===== src/rtl/seq_restoring_div.sv =====
module seq_restoring_div #(
  parameter int W = 32
) (
  input  logic         clk,
  input  logic         rst_n,
  input  logic         start,
  input  logic [W-1:0] dividend,
  input  logic [W-1:0] divisor,
  output logic         busy,
  output logic         done,
  output logic [W-1:0] quotient,
  output logic [W-1:0] remainder,
  output logic         div_zero
);
  localparam int CW = $clog2(W + 1);

  logic [2*W:0]  acc;
  logic [W-1:0]  dvs;
  logic [CW-1:0] step;
  logic          neg;
  logic [W-1:0]  diff;
  logic [W-1:0]  hi_next;

  // upper part is W+1 bits; difference fits in W bits whenever it is kept
  assign neg     = acc[2*W:W] < {1'b0, dvs};
  assign diff    = acc[2*W-1:W] - dvs;
  assign hi_next = neg ? acc[2*W-1:W] : diff;

  assign quotient  = acc[W-1:0];
  assign remainder = acc[2*W:W+1];

  always_ff @(posedge clk or negedge rst_n) begin
    if (!rst_n) begin
      acc      <= '0;
      dvs      <= '0;
      step     <= '0;
      busy     <= 1'b0;
      done     <= 1'b0;
      div_zero <= 1'b0;
    end else begin
      done <= 1'b0;
      if (busy) begin
        acc  <= {hi_next, acc[W-1:0], ~neg};
        step <= step + 1'b1;
        if (step == CW'(W - 1)) begin
          busy <= 1'b0;
          done <= 1'b1;
        end
      end else if (start) begin
        acc      <= {{W{1'b0}}, dividend, 1'b0};
        dvs      <= divisor;
        div_zero <= (divisor == '0);
        step     <= '0;
        busy     <= 1'b1;
      end
    end
  end
endmodule


===== config.mk =====
export PLATFORM = sky130hd
export DESIGN_NAME = seq_restoring_div
export DESIGN_NICKNAME = d
export VERILOG_FILES = /design/src/rtl/seq_restoring_div.sv
export SDC_FILE = /design/constraint.sdc
export NUM_CORES = 1
export LEC_CHECK = 0
export ABC_AREA = 1
export BUFFER_PORTS_ARGS = -buffer_cell sky130_fd_sc_hd__buf_4
export CORE_UTILIZATION = 52
export CTS_CLUSTER_SIZE = 40
export DETAILED_ROUTE_END_ITERATION = 7
export GPL_TIMING_DRIVEN = 1
export PLACE_DENSITY_LB_ADDON = 0.15
export SYNTH_ARGS = -nofsm -noshare
export SYNTH_HDL_FRONTEND = slang
export SYNTH_SLANG_ARGS = --single-unit

===== constraint.sdc =====
create_clock -name clk -period 2.15 [get_ports clk]
set_clock_uncertainty 0.1 [all_clocks]
set_input_delay 0.3225 -clock clk [delete_from_list [all_inputs] [get_ports clk]]
set_output_delay 0.3225 -clock clk [all_outputs]
set_load 0.1 [all_outputs]

* After elaboration in Yosys (flattened, before gate mapping)
Index checks and enable logic that the tools add are counted.
** Word-level totals
- Bits in registers :: 106
- Input port bits :: 67
- Output and inout port bits :: 67
- Word-level logic and storage cells :: 25
** Cells by class
- $add $sub $neg :: 2
- Order comparisons :: 1
- Eq/ne operators :: 1
- Muxes and demuxes :: 10
- Bitwise logic cells :: 2
- Reductions and logical operators :: 3
** Operator list (count)
- 65-bit two-way mux :: 2
- 33-bit by 32-bit less-than comparator with 1-bit output :: 1
- 32-bit logical NOT :: 1
- 32-bit two-way mux :: 1
- 32-bit subtractor :: 1
- 6-bit two-way mux :: 2
- 6-bit by 1-bit adder with 6-bit output (second input constant) :: 1
- 6-bit by 5-bit == test with 1-bit output (second input constant) :: 1
- 1-bit two-way mux :: 5
- 1-bit NOT :: 2
- 2-bit AND reduction :: 1
- 2-bit nonzero test :: 1

* Depth between registers and ports, before layout
- Depth in word-level cells :: 3
- Mapped depth :: 17
- Mapped depth without buffers :: 16

* Least setup slack after synthesis
OpenSTA, ideal clock, no wires.
- Path kind :: register -> register
- Start point :: register busy
- End point :: register acc[13]
- Library setup time :: 0.124 ns
- Data arrival time :: 1.985 ns
- Data required time :: 1.926 ns
- Path slack :: -0.059 ns
- Stages on the path, launching flop included :: 8
- Path buffers :: 2
- Clock period less this slack :: 2.209 ns
- Cells stage by stage :: dfrtp_1 > inv_1 > nand2_1 > inv_1 > buf_2 > clkbuf_1 > nand2_1 > nand3_1
** On the way
- Word-level cells in the longest chain between the ends :: 1
- Elaborated cells between the ends (all ways) :: 2
- Classes of those cells :: mux (1); reduce/logical (1)
** Ends and longest elaborated chain
- start: declaration :: RTL line 9 : output logic busy,
- start signal: assignment :: RTL line 37 : busy <= 1'b0;
- start signal: assignment :: RTL line 46 : busy <= 1'b0;
- start signal: assignment :: RTL line 54 : busy <= 1'b1;
- 65-bit two-way mux / 2-bit nonzero test (equally long branches)
- end signal: assignment :: RTL line 43 : acc <= {hi_next, acc[W-1:0], ~neg};
- end signal: assignment :: RTL line 50 : acc <= {{W{1'b0}}, dividend, 1'b0};
- end: declaration :: RTL line 17 : logic [2*W:0] acc;
Parallel ways exist; a longest one is shown, timed or not.
A chain may end at the register's enable or synchronous reset.

* Worst setup path after layout
- Start point :: register dvs[30]
- End point :: register acc[63]
** On the way
- Word-level cells in the longest chain between the ends :: 3
- Elaborated cells between the ends (all ways) :: 4
- Classes of those cells :: add/sub (1); order compare (1); mux (2)
** Ends and longest elaborated chain
- start: declaration :: RTL line 18 : logic [W-1:0] dvs;
- start signal: assignment :: RTL line 51 : dvs <= divisor;
- 32-bit subtractor / 33-bit by 32-bit less-than comparator with 1-bit output (equally long branches) :: RTL line 26, 25
- 32-bit two-way mux (*) :: RTL line 27 : assign hi_next = neg ? acc[2*W-1:W] : diff;
- 65-bit two-way mux (*) :: RTL line 42 : if (busy) begin
Mark *: on every way between the ends. The rest lies on a longest branch, timed or not.

==> impl_metrics.env <==
export IMPL_final_seq_area_um2=2650
export IMPL_cts_tree="built"
export IMPL_setup_viol=5
export IMPL_gp_congestion=0.953
export IMPL_ys_flop_type="dfrtp_1"
export IMPL_synth_avg_cell_area_um2=6.64
export IMPL_setup_worst_path_start_class="flop"
export IMPL_grtUsageTotal_pct=30.3
export IMPL_slew_violations=0
export IMPL_outcome="finished with violations"
export IMPL_avgRoutedWirePerCell_um=16.2
export IMPL_fin_crit_sh_pct=101
export IMPL_worst_endpoint_required_ns=2.31
export IMPL_multiInputGateArea_um2=4650
export IMPL_ios=134
export IMPL_synth_ff_latch_count=106
export IMPL_drive_gt1_share_pct=35.5
export IMPL_syn_area_um2=7850
export IMPL_worstSkewPairLatency_ns=0.37
export IMPL_drt_pre_antenna_iters=5
export IMPL_dp_hpwl_um=17700
export IMPL_htreeDepth=3
export IMPL_critPathMaxFanout=6
export IMPL_cap_violations=0
export IMPL_rsz0062_at_grt="true"
export IMPL_cts_inserted_buffers=9
export IMPL_relSlewSlack_pct=67.9
export IMPL_drt_total_wl_um=25500
export IMPL_synth_simple_area_share_pct=34.8
export IMPL_drc=0
export IMPL_n_fill_cell=1137
export IMPL_synthAdderAreaFrac_pct=5.52
export IMPL_antennaDiodeCount=0
export IMPL_nets=1485
export IMPL_grt_max_degree=37
export IMPL_yosysSeqAreaShare_pct=33.8
export IMPL_syn_nets=1283
export IMPL_worst_pin_slew_ns=0.481
export IMPL_synth_distinct_cells=37
export IMPL_holdCritPathClass="input pin to flop"
export IMPL_synthMuxAreaShare_pct=0
export IMPL_cts_path_max_buffers=2
export IMPL_synth_edf_count=0
export IMPL_viasPerCell=5.25
export IMPL_setup_slack_ns=-0.0123
export IMPL_violations="setup timing"
export IMPL_cts_sinks=106
export IMPL_post_route_min_period_ns=2.16
export IMPL_clockRootBuffer="clkbuf_16"
export IMPL_grt_antenna_before_repair=0
export IMPL_synthCells=1182
export IMPL_tns_ns=-0.0243
export IMPL_synth_top_family_by_area="simple AND/OR/NAND/NOR gates"
export IMPL_critPathKind="flop to flop"
export IMPL_gr_total_overflow=0
export IMPL_drtIter0Drc=602
export IMPL_start_util_pct=53.6
export IMPL_yosysWarningCount=0
export IMPL_synthArstFlopShare_pct=100
export IMPL_die_x_um=125
export IMPL_arrival_ns=2.32
export IMPL_hold_viol_final=0
export IMPL_vias=8263
export IMPL_port_buffers=133
export IMPL_die_h_um=125
export IMPL_fmax_mhz=462
export IMPL_die_area_um2=15600
export IMPL_synth_xor_area_share_pct=1.67
export IMPL_grt_pass1_vias=7732
export IMPL_dp_slack_ns=-0.0921
export IMPL_grt_pass1_wl_um=37200
export IMPL_areaGrowthSynthToFinish_pct=38.4
export IMPL_coreArea_um2=14600
export IMPL_synth_compound_area_share_pct=6.48
export IMPL_row_count=44
export IMPL_antenna_left=0
export IMPL_end_kind="flop"
export IMPL_cts_reportedPaths_clkPinSlew_ns=0.09
==> layer usage <==
metal / GRT usage [%] / up-vias / wire (µm)
li1: - / 3988 / -
met4: 11.1 / 0 / 797
met3: 6.57 / 69 / 2110
met1: 38.2 / 3861 / 10400
met2: 50.9 / 345 / 12200
met5: 0 / - / 0
==> area by class of cell <==
class	count	share of cell area [%]
clock inverters	6	0.565
multi-input cells	777	42.8
inverters	204	7.05
clock buffers	10	2.11
repair buffers	286	20.9
flip-flops and latches	106	24.4
well taps	184	2.12
==> cell usage in the layout (no fill, tap or decap), drive strengths merged <==
cell type    count
dfrtp          106
a31o             1
o21ai           36
nand2          467
o221ai           8
ha              33
dlygate4sd3      1
nand3           77
xnor2           14
a21oi           18
o211ai           8
or2              2
nand4           13
xor2             1
a22oi            9
buf            282
clkbuf          13
a22o             1
fa               1
clkinvlp         1
inv            207
nor4             3
nand3b          23
o21bai           1
clkinv           2
and2             4
a31oi            1
a32oi            1
nor3             3
nor2            52
==> path summary, 6_finish.rpt <==
kind	startpoint	to	slack [ns]	cells past startpoint
max in group asynchronous	rst_n	dvs[18]	0.94	3
hold reg to reg	step[5]	done	0.40	1
setup / recovery	dvs[30]	acc[63]	-0.01	14
setup reg to reg	dvs[30]	acc[63]	-0.01	14
min in group asynchronous	rst_n	acc[40]	0.34	2
hold / removal	dividend[17]	acc[18]	0.05	3
==> synthesized netlist by cell type (2+ instances only) <==
master | count | area [µm²]
nand2_1 | 450 | 1690
inv_1 | 202 | 758
dfrtp_1 | 106 | 2650
nand3_1 | 76 | 380
buf_4 | 67 | 503
nor2_1 | 47 | 176
o21ai_0 | 35 | 175
ha_1 | 33 | 413
nand3b_1 | 23 | 173
clkbuf_1 | 19 | 71.3
a21oi_1 | 18 | 90.1
nand2_2 | 14 | 87.6
xnor2_1 | 14 | 123
nand4_1 | 13 | 81.3
a22oi_1 | 9 | 67.6
o211ai_1 | 8 | 60.1
o221ai_1 | 8 | 70.1
buf_2 | 6 | 30.0
and2_1 | 4 | 25.0
nor2_2 | 4 | 25.0
buf_1 | 3 | 11.3
nor3_1 | 3 | 15.0
nor4_1 | 3 | 18.8
inv_2 | 2 | 7.51
nand2_4 | 2 | 22.5
or2_2 | 2 | 12.5
==> sequential cells by signal, indices dropped and copies added (netlist names) <==
| name | cells |
|---|---|
| acc | 65 |
| dvs | 32 |
| step | 6 |
| busy | 1 |
| div_zero | 1 |
| done | 1 |
==> cell families (layout without fill, tap and decap cells) <==
group           count (synthesis)  in the layout
flops                         106            106
xor+xnor                       15             15
simple gates                  643            644
compound gates                 84             84
buf+inv                       300            506
fa+ha+maj                      34             34
==> repair_timing <==
item,4_1_cts,5_1_grt
endpoints found under the setup margin,33,33
hold buffers,1,0
resized for setup,26,171
pin swaps,5,52
gates cloned,0,4
hold endpoints to repair,24,0
setup buffers,1,26
==> per-stage QoR <==
step	utilization (%)	std cells	instance area (µm²)	hold slack, ns
after global placement	64.3	1525	9420	0.202
after CTS	67.7	1543	9910	0.0422
after detailed placement	64.3	1525	9420	0.190
after floorplan	-	1182	7850	-0.0731
final	74.1	1573	10900	0.0534
after global routing	74.1	1573	10900	0.0665
==> worst max-delay path, cell delays in order, from the launching register on <==
cell	delay [ns]
dfrtp_1	0.41
inv_2	0.08
ha_4	0.21
buf_4	0.14
inv_2	0.07
o21bai_4	0.07
nand2_2	0.08
nand3_2	0.10
nor2_4	0.21
nand2_8	0.14
nand2_8	0.10
buf_12	0.15
nand2_4	0.05
nand2_2	0.06
nand2_1	0.04
Power is not shown: default switching activity piles up to over one toggle a cycle in this logic, so the estimate is an artifact.
